### src/rtl/icd_pkg.sv
// Shared defaults and width arithmetic for the incremental CIC decimator.
// Assumes ratio**order fits in 63 bits.
package icd_pkg;
    localparam int IN_W_DEF  = 3;
    localparam int OUT_W_DEF = 13;
    localparam int N1_DEF    = 5;
    localparam int R1_DEF    = 20;
    localparam int N2_DEF    = 4;
    localparam int R2_DEF    = 5;

    // Register growth of an order-n CIC decimating by r: ceil(n*log2(r)).
    function automatic int growth_bits(input int ratio, input int order);
        longint prod;
        prod = 1;
        for (int i = 0; i < order; i++) prod = prod * ratio;
        return $clog2(prod);
    endfunction
endpackage

### src/rtl/icd_cic_stage.sv
// One CIC decimation section with a synchronous clear.
// Integrators ripple within the cycle, so after k valid inputs integ[j]
// holds the (j+1)-fold running sum. Every RATIO-th valid input, the comb
// chain fires combinationally in that same cycle.
// Assumes RATIO >= 2 and W > IN_W. Arithmetic wraps modulo 2**W.
module icd_cic_stage #(
    parameter int ORDER = 5,
    parameter int RATIO = 20,
    parameter int IN_W  = 3,
    parameter int W     = 25
) (
    input  logic                 clk,
    input  logic                 rst_n,
    input  logic                 clr,
    input  logic                 in_valid,
    input  logic [IN_W-1:0]      in_data,
    output logic                 out_valid,
    output logic signed [W-1:0]  out_data
);
    localparam int            CW   = $clog2(RATIO);
    localparam logic [CW-1:0] LAST = CW'(RATIO - 1);

    logic signed [W-1:0] integ_q [ORDER];
    logic signed [W-1:0] dly_q   [ORDER];
    logic signed [W-1:0] sum_d   [ORDER];
    logic signed [W-1:0] diff_d  [ORDER+1];
    logic signed [W-1:0] ext;
    logic [CW-1:0]       cnt_q, cnt_base;
    logic                emit;

    // Integrator ripple; a clear makes the running sums start from zero.
    always_comb begin
        ext      = {{(W-IN_W){in_data[IN_W-1]}}, in_data};
        sum_d[0] = (clr ? '0 : integ_q[0]) + ext;
        for (int k = 1; k < ORDER; k++)
            sum_d[k] = (clr ? '0 : integ_q[k]) + sum_d[k-1];
    end

    // Comb chain against the last decimated values.
    always_comb begin
        diff_d[0] = sum_d[ORDER-1];
        for (int k = 0; k < ORDER; k++)
            diff_d[k+1] = diff_d[k] - dly_q[k];
    end

    // Decimation phase: fire on the RATIO-th valid input of a group.
    always_comb begin
        cnt_base  = clr ? '0 : cnt_q;
        emit      = in_valid && (cnt_base == LAST);
        out_valid = emit;
        out_data  = diff_d[ORDER];
    end

    // State update: clear, accumulate, and capture comb delays on emit.
    always_ff @(posedge clk) begin
        if (!rst_n) begin
            cnt_q <= '0;
            for (int k = 0; k < ORDER; k++) begin
                integ_q[k] <= '0;
                dly_q[k]   <= '0;
            end
        end else begin
            if (clr || in_valid)
                for (int k = 0; k < ORDER; k++)
                    integ_q[k] <= in_valid ? sum_d[k] : '0;
            if (in_valid)
                cnt_q <= emit ? '0 : cnt_base + 1'b1;
            else if (clr)
                cnt_q <= '0;
            if (clr) begin
                for (int k = 0; k < ORDER; k++) dly_q[k] <= '0;
            end else if (emit) begin
                for (int k = 0; k < ORDER; k++) dly_q[k] <= diff_d[k];
            end
        end
    end
endmodule

### src/rtl/icd_result_reg.sv
// Output register: keeps the top OUT_W bits of the final CIC word
// (floor truncation) and raises a one-cycle valid flag.
// Assumes W > OUT_W. The strobe does not clear this register.
module icd_result_reg #(
    parameter int W     = 35,
    parameter int OUT_W = 13
) (
    input  logic                clk,
    input  logic                rst_n,
    input  logic                in_valid,
    input  logic signed [W-1:0] in_data,
    output logic [OUT_W-1:0]    result,
    output logic                result_valid
);
    localparam int DROP = W - OUT_W;

    logic drop_unused;
    assign drop_unused = ^in_data[DROP-1:0];

    // Capture the result and pulse valid.
    always_ff @(posedge clk) begin
        if (!rst_n) begin
            result       <= '0;
            result_valid <= 1'b0;
        end else begin
            result_valid <= in_valid;
            if (in_valid) result <= in_data[W-1 -: OUT_W];
        end
    end
endmodule

### src/rtl/incr_cic_decim.sv
// Incremental-ADC decimator: a CIC of order N1 / ratio R1 feeding a CIC of
// order N2 / ratio R2, both cleared by conv_start.
// Assumes the strobe marks the first sample of each conversion frame.
module incr_cic_decim
    import icd_pkg::*;
#(
    parameter int IN_W  = IN_W_DEF,
    parameter int OUT_W = OUT_W_DEF,
    parameter int N1    = N1_DEF,
    parameter int R1    = R1_DEF,
    parameter int N2    = N2_DEF,
    parameter int R2    = R2_DEF
) (
    input  logic             clk,
    input  logic             rst_n,
    input  logic             conv_start,
    input  logic [IN_W-1:0]  din,
    input  logic             din_valid,
    output logic [OUT_W-1:0] result,
    output logic             result_valid
);
    localparam int W1 = IN_W + growth_bits(R1, N1);
    localparam int W2 = W1 + growth_bits(R2, N2);

    logic                 s1_valid, s2_valid;
    logic signed [W1-1:0] s1_data;
    logic signed [W2-1:0] s2_data;

    icd_cic_stage #(.ORDER(N1), .RATIO(R1), .IN_W(IN_W), .W(W1)) u_stage1 (
        .clk(clk), .rst_n(rst_n), .clr(conv_start),
        .in_valid(din_valid), .in_data(din),
        .out_valid(s1_valid), .out_data(s1_data)
    );

    icd_cic_stage #(.ORDER(N2), .RATIO(R2), .IN_W(W1), .W(W2)) u_stage2 (
        .clk(clk), .rst_n(rst_n), .clr(conv_start),
        .in_valid(s1_valid), .in_data(s1_data),
        .out_valid(s2_valid), .out_data(s2_data)
    );

    icd_result_reg #(.W(W2), .OUT_W(OUT_W)) u_out (
        .clk(clk), .rst_n(rst_n),
        .in_valid(s2_valid), .in_data(s2_data),
        .result(result), .result_valid(result_valid)
    );
endmodule

### config.mk
export PLATFORM = sky130hd
export DESIGN_NAME = incr_cic_decim
export DESIGN_NICKNAME = d
export VERILOG_FILES = /design/src/rtl/icd_pkg.sv /design/src/rtl/icd_cic_stage.sv /design/src/rtl/icd_result_reg.sv /design/src/rtl/incr_cic_decim.sv
export SDC_FILE = /design/constraint.sdc
export NUM_CORES = 1
export LEC_CHECK = 0
export BUFFER_PORTS_ARGS = -buffer_cell sky130_fd_sc_hd__clkbuf_2
export CAP_MARGIN = 10
export CORE_MARGIN = 2
export CORE_UTILIZATION = 45
export CTS_CLUSTER_SIZE = 16
export DETAILED_ROUTE_END_ITERATION = 8
export PLACE_DENSITY = 0.68
export RECOVER_POWER = 50
export REMOVE_ABC_BUFFERS = 1
export SETUP_SLACK_MARGIN = 0.2
export SYNTH_ARGS = -nofsm -noshare
export SYNTH_HDL_FRONTEND = slang
export SYNTH_SLANG_ARGS = --single-unit
### constraint.sdc
create_clock -name clk -period 42 [get_ports clk]
set_input_delay 2.1 -clock clk [delete_from_list [all_inputs] [get_ports clk]]
set_output_delay 2.1 -clock clk [all_outputs]
set_load 0.01 [all_outputs]
==> results.toml, run 1 <==
[status]
status = "finished with violations"
violations = "max-capacitance violations, max-slew violations"

[clock_network]
hold_buffers = 0
cts_inserted_buffers = 67
htree_levels = 3
cts_tree = "built"
root_buffer = "clkbuf_16"
cts_resized = 0
clock_path_buffers = 3
post_cts_buffers = 0
worstSkewPairLatency_ns = 0.61
clock-sinks = 552
clkTransAtPathRegs_ns = 0.06

[sta]
hold_viol = 0
hold-worst-slack_ns = 0.454
fmaxAchievable_mhz = 39.4
final.setup.tns_ns = 0
rsz0062_at_grt = "no"
period_share = 0.604
skew_ns = 0.0246
finalSetupViolations = 0
max_slew.worst_pin.slew_ns = 4.32
slew_headroom = -1.88
min_period_ns = 25.37
slew_violations = 836

[logic_synthesis]
yosys-mux-area-fraction = 0.00134
avgSynthCellArea_um2 = 9.02
synth.top_cell.area_share = 0.333
synth_fa_ha_area_frac = 0.150
syn_inst = 4952
ys_ff_latch = 552
synth_compound_area_frac = 0.155
yosysWarnings = 0
yosysUniqueCellTypes = 84
yosysTopAreaCell = "edfxtp_1"
synth_edf_count = 495
ys_seq_area_frac = 0.358
synth_area_leaders = "edfxtp_1 (33%), ha_1 (14%), xnor2_1 (5.7%)"
synthesis.area_um2 = 44700
synthXorXnorAreaFrac = 0.0858
synth-simple-area-share = 0.193
synth_top_family_by_area = "simple AND/OR/NAND/NOR gates"
ys_async_sr_fraction = 0
synth_ff_type = "edfxtp_1"

[finish]
post-route-util = 0.488
nNetsFinal = 5473
antennaDiodeCount = 0
mostFrequentLayoutCells = "inv_1 (558), ha_1 (507), edfxtp_1 (495)"
final_common_cell = "inv_1"
final_cell_count_no_fill = 6277
drive_above_1_share = 0.0297
syn_to_final_growth_pct = 7.44

[placed_design]
io_buffers = 20
place.gp.congestion = 0.830
place_hpwl_mm = 62.0
post-place-cells = 6160

[setup_path]
start_kind = "input port"
critPathSlowestCell = "clkbuf_1"
cp.arrival_ns = 25.84
worstSetupPathType = "input port to flop"
critPathBufInv = 7
worstPathMaxFanout = 64
critPathTopFamily = "compound AO/OA/AOI/OAI gates"
critical-path-max-stage-delay_ns = 2.13
worstPathRequired_ns = 42.47
critPathMostFrequentCell = "ha_1"
cp-end-kind = "flop"

[floorplan]
start_util = 0.454
boundaryPins = 21
rows = 115
die_w_um = 319
dieArea_um2 = 102000
core_area_um2 = 98400
die_h_um = 319

[routing]
ant_nets = 0
wl_mm = 88.8
via_per_inst = 5.29
first_pass_iters = 6
first_iter_violations = 1635
wl_per_cell_um = 14.2
drc = 0
dr_total_vias = 33200

[global_routing]
grt_pass1_vias = 32700
grt_usage = 0.176
grt_pass1_wl_mm = 155
grt-ovfl-total = 0
grt_antenna_before_repair = 0
grt_start_max_net_pins = 115

[run]
drv_cap = 13

[worst_hold_path]
hp-class = "flop to flop"
## metrics by stage
| step | cell area, µm² | worst slack (ns) |
|---|---|---|
| floorplan | 44200 | 20.85 |
| global placement | 46100 | 18.54 |
| detailed placement | 46100 | 18.23 |
| CTS | 48100 | 18.76 |
| global route | 48000 | 14.21 |
| finish | 48000 | 16.63 |
## registers in the layout (all words and copies together), names as in the netlist
name                count
u_out.result           13
u_out.result_valid      1
u_stage1.cnt_q          5
u_stage1.dly_q        125
u_stage1.integ_q      125
u_stage2.cnt_q          3
u_stage2.dly_q        140
u_stage2.integ_q      140
## synthesized netlist by cell type, drive strengths merged (135+ instances only)
cell,instances
inv,559
ha,507
edfxtp,495
nor2,422
a21oi,384
nor2b,307
xnor2,297
and2,263
nand2,262
o21ai,240
and3,172
a21o,135
## cell type report
class | instances | area, µm²
Fill cell | 9277 | 50400
Multi-Input combinational cell | 3720 | 26100
Sequential cell | 552 | 16000
Inverter | 559 | 2100
Clock buffer | 87 | 1760
Tap cell | 1287 | 1610
Clock inverter | 30 | 229
Timing Repair Buffer | 42 | 211
## cell families (layout without fill, tap and decap cells)
kind of cell	Yosys count	after routing
AOI/OAI and AO/OA	1100	1100
adders and majority gates	524	524
DFF	552	552
muxes	6	6
xor gates and xnor gates	426	426
and+or+nand+nor	1664	1664
buffers and inverters	680	718
## final timing paths
kind                          start                     to  slack (ns)  depth (start not counted)
max reg2reg  u_stage1.integ_q[0][1]       u_out.result[12]       20.12                        102
min           u_stage2.dly_q[2][27]  u_stage2.dly_q[2][27]        0.45                          2
min reg2reg   u_stage2.dly_q[2][27]  u_stage2.dly_q[2][27]        0.45                          2
max                      conv_start       u_out.result[12]       16.63                        103
## worst reg2reg max path: cells and delay by family (launching register included)
kind | cells | cell delay, ns
flip-flops | 1 | 0.35
buffers and inverters | 6 | 0.87
adder cells (fa/ha/maj) | 18 | 5.77
AND/OR/NAND/NOR | 18 | 3.37
AO/OA/AOI/OAI | 41 | 7.68
XOR/XNOR | 19 | 3.73
## per-layer routing
metal,wire [µm],track usage,up-vias,part of all wire
met1,44300,0.245,15500,0.50
met3,2700,0.0185,97,0.030
met5,0,0,-,0
li1,-,-,17200,-
met4,1510,0.0416,0,0.017
met2,40300,0.293,419,0.45
Power of run 1 is left out: the tool's default activity adds up to more than one toggle a clock period on the data nets, which glitch-free logic cannot reach.
==> inputs of run 2 (changes only) <==
clock period = 26.3 ns   (was 42 ns; I/O delays follow)
==> results.toml, run 2 (synthesis results as in run 1) <==
[status]
status = "finished with violations"
violations = "max-capacitance violations, max-slew violations"

[sta]
max_slew.worst_pin.slew_ns = 4.09
period_share = 0.860
hold-worst-slack_ns = 0.452
slew_violations = 895
hold_viol = 0
final.setup.tns_ns = 0
slew_headroom = -1.72
fin_ws_ns = 3.67
rsz0062_at_grt = "no"
fmaxAchievable_mhz = 44.2
min_period_ns = 22.63
skew_ns = 0.0288
finalSetupViolations = 0

[floorplan]
die_h_um = 319
rows = 115
die_w_um = 319
dieArea_um2 = 102000
core_area_um2 = 98400
start_util = 0.454
boundaryPins = 21

[global_routing]
grt_pass1_wl_mm = 156
grt_start_max_net_pins = 115
grt_antenna_before_repair = 0
grt-ovfl-total = 0
grt_pass1_vias = 33300
grt_usage = 0.177

[setup_path]
critPathSlowestCell = "a2111oi_0"
worstPathMaxFanout = 64
critical-path-max-stage-delay_ns = 0.74
start_kind = "input port"
cp.arrival_ns = 23.10
cp-end-kind = "flop"
critPathTopFamily = "compound AO/OA/AOI/OAI gates"
critPathMostFrequentCell = "ha_1"
worstPathRequired_ns = 26.77
critPathBufInv = 7
worstSetupPathType = "input port to flop"

[finish]
nNetsFinal = 5474
drive_above_1_share = 0.0296
top_regs = "u_stage2.dly_q x140, u_stage2.integ_q x140"
mostFrequentLayoutCells = "inv_1 (558), ha_1 (507), edfxtp_1 (495)"
syn_to_final_growth_pct = 7.77
fill_cells = 9316
fin_area_um2 = 48100
final_common_cell = "inv_1"
antennaDiodeCount = 0

[clock_network]
clkTransAtPathRegs_ns = 0.05
worstSkewPairLatency_ns = 0.62
root_buffer = "clkbuf_16"
clock-sinks = 552
cts_tree = "built"
hold_buffers = 0
clock_path_buffers = 3
htree_levels = 3
cts_resized = 0
post_cts_buffers = 0
cts_inserted_buffers = 68

[routing]
dr_total_vias = 33100
drc = 0
wl_per_cell_um = 14.2
first_iter_violations = 1851
wl_mm = 89.3
ant_nets = 0
via_per_inst = 5.27
first_pass_iters = 5

[worst_hold_path]
hp-class = "flop to flop"

[placed_design]
placed_area_um2 = 46100
place_hpwl_mm = 62.2
place.gp.congestion = 0.829
io_buffers = 20
pre_cts_ws_ns = 3.33

[run]
drv_cap = 14
## run 2: final cells by class
| cell class | count | area [µm²] | share of cell area |
|---|---|---|---|
| clock inverters | 29 | 239 | 0.00497 |
| inverters | 559 | 2100 | 0.0436 |
| flip-flops and latches | 552 | 16000 | 0.333 |
| multi-input cells | 3720 | 26100 | 0.543 |
| well taps | 1287 | 1610 | 0.0335 |
| repair buffers | 42 | 213 | 0.00442 |
| clock buffers | 91 | 1850 | 0.0385 |
## run 2: per-stage QoR
step	util	instances
2_1_floorplan	-	4831
3_3_place_gp	0.469	6160
3_5_place_dp	0.469	6160
4_1_cts	0.490	6280
5_1_grt	0.489	6280
6_report	0.489	6280
## run 2: metal layers
| metal | wire length, µm | track usage | part of all wire |
|---|---|---|---|
| met1 | 44400 | 0.241 | 0.50 |
| met2 | 41100 | 0.301 | 0.46 |
| met4 | 1380 | 0.0434 | 0.015 |
| met5 | 0 | 0 | 0 |
| met3 | 2490 | 0.0210 | 0.028 |
## run 2: worst paths after layout
| kind | cells after the start | start | endpoint | slack, ns |
|---|---|---|---|---|
| worst max-delay path | 100 | conv_start | u_out.result[12] | 3.67 |
| worst min-delay path | 2 | u_stage2.dly_q[2][18] | u_stage2.dly_q[2][18] | 0.45 |
| worst max register to register | 99 | u_stage1.integ_q[0][0] | u_out.result[12] | 4.46 |
| worst min register to register | 2 | u_stage2.dly_q[2][18] | u_stage2.dly_q[2][18] | 0.45 |
## run 2: tightest hold or removal path: stages, from the launching register on
cell     delay (ns)
dfxtp_1        0.30
nand2_1        0.05
a21oi_1        0.05
Power of run 2 is left out for the same reason.
==> inputs of run 3 (changes only) <==
ABC_AREA = 1   (was default)
==> results.toml, run 3 <==
[sta]
fmaxAchievable_mhz = 44.9
rsz0062_at_grt = "no"
final.setup.tns_ns = 0
period_share = 0.848
slew_headroom = -1.83
hold-worst-slack_ns = 0.451
hold_viol = 0
max_slew.worst_pin.slew_ns = 4.24
min_period_ns = 22.29
slew_violations = 1015
skew_ns = 0.0220
finalSetupViolations = 0

[worst_hold_path]
hp-class = "flop to flop"
hold_depth = 2

[routing]
via_per_inst = 4.92
ant_nets = 0
dr_total_vias = 33700
wl_mm = 86.9
drc = 0
wl_per_cell_um = 12.7
first_iter_violations = 1778
first_pass_iters = 5

[logic_synthesis]
ys_top_cells_by_count = "inv_1 (1178), nor2_1 (842), nand2_1 (675)"
synthesis.area_um2 = 43700
yosysWarnings = 0
synth.top_cell.area_share = 0.340
yosysUniqueCellTypes = 53
synth_edf_count = 495
yosysTopAreaCell = "edfxtp_1"
synth_area_leaders = "edfxtp_1 (34%), ha_1 (15%), inv_1 (10%)"
syn_inst = 5516
ys_async_sr_fraction = 0
avgSynthCellArea_um2 = 7.92
ys_seq_area_frac = 0.366
yosysMostFrequentCell = "inv_1"
synth_ff_type = "edfxtp_1"
ys_ff_latch = 552

[global_routing]
grt_pass1_vias = 32500
grt_usage = 0.175
grt_antenna_before_repair = 0
grt_pass1_wl_mm = 149
grt-ovfl-total = 0
grt_start_max_net_pins = 107

[setup_path]
worstSetupPathType = "input port to flop"
worst-path-stages = 102
cp-end-kind = "flop"
critPathSlowestCell = "clkbuf_1"
worstPathRequired_ns = 26.80
worstPathMaxFanout = 53
start_kind = "input port"
cp.arrival_ns = 22.79
r2r_cells = 108
critPathTopFamily = "compound AO/OA/AOI/OAI gates"
critical-path-max-stage-delay_ns = 1.84
critPathBufInv = 15

[clock_network]
clkTransAtPathRegs_ns = 0.05
cts_resized = 0
hold_buffers = 0
htree_levels = 3
clock-sinks = 552
clock_path_buffers = 3
post_cts_buffers = 0
cts_tree = "built"
root_buffer = "clkbuf_16"
worstSkewPairLatency_ns = 0.62
cts_inserted_buffers = 67

[finish]
antennaDiodeCount = 0
top_regs = "u_stage2.dly_q x140, u_stage2.integ_q x140"
drive_above_1_share = 0.0298
final_common_cell = "inv_1"
fin_area_um2 = 47200
mostFrequentLayoutCells = "inv_1 (1178), nor2_1 (840), nand2_1 (675)"
syn_to_final_growth_pct = 7.94
nNetsFinal = 6054

[floorplan]
boundaryPins = 21
dieArea_um2 = 99600
core_area_um2 = 96400
rows = 114
die_h_um = 316
die_w_um = 316
start_util = 0.453

[placed_design]
io_buffers = 20
placed_area_um2 = 45200
place.gp.congestion = 0.837
place_hpwl_mm = 63.5

[run]
drv_cap = 17

[status]
status = "finished with violations"
violations = "max-capacitance violations, max-slew violations"
[run 3: logic make-up (layout without fill, tap and decap cells)]
kind of cell,Yosys count,in the layout,synth area share
adder cells (fa/ha/maj),524,524,0.153
AND/OR/NAND/NOR,1899,1899,0.179
AO/OA/AOI/OAI,803,803,0.0998
buffers and inverters,1283,1344,0.111
flip-flops,552,552,0.366
XOR/XNOR,455,455,0.0912
[run 3: per-stage QoR]
stage	setup WS, ns	util	instances
after floorplan	7.56	-	5418
after global placement	5.15	0.469	6730
after detailed placement	4.64	0.469	6730
after CTS	5.21	0.490	6853
after global routing	1.50	0.489	6853
final	4.01	0.489	6853
[run 3: layout make-up]
class / instances / area [µm²]
Fill cell: 9383 / 49300
Multi-Input combinational cell: 3681 / 22900
Sequential cell: 552 / 16000
Inverter: 1185 / 4450
Clock buffer: 89 / 1800
Tap cell: 1276 / 1600
Clock inverter: 34 / 295
Timing Repair Buffer: 36 / 165
[run 3: worst min-delay path: cells and delay by family (launching register included)]
kind | cells | cell delay [ns]
flops | 1 | 0.30
simple gates | 2 | 0.11
[run 3: routing by layer]
layer,GRT usage,share of wire
met5,0,0
met4,0.0495,0.022
met3,0.0201,0.025
met2,0.308,0.48
met1,0.227,0.48
[run 3: final timing paths]
| check | end | slack [ns] | from |
|---|---|---|---|
| max reg2reg | u_out.result[12] | 5.60 | u_stage1.integ_q[0][0] |
| max | u_out.result[12] | 4.01 | conv_start |
| min | u_out.result[12] | 0.45 | u_out.result[12] |
| min reg2reg | u_out.result[12] | 0.45 | u_out.result[12] |
Power of run 3 is left out for the same reason.
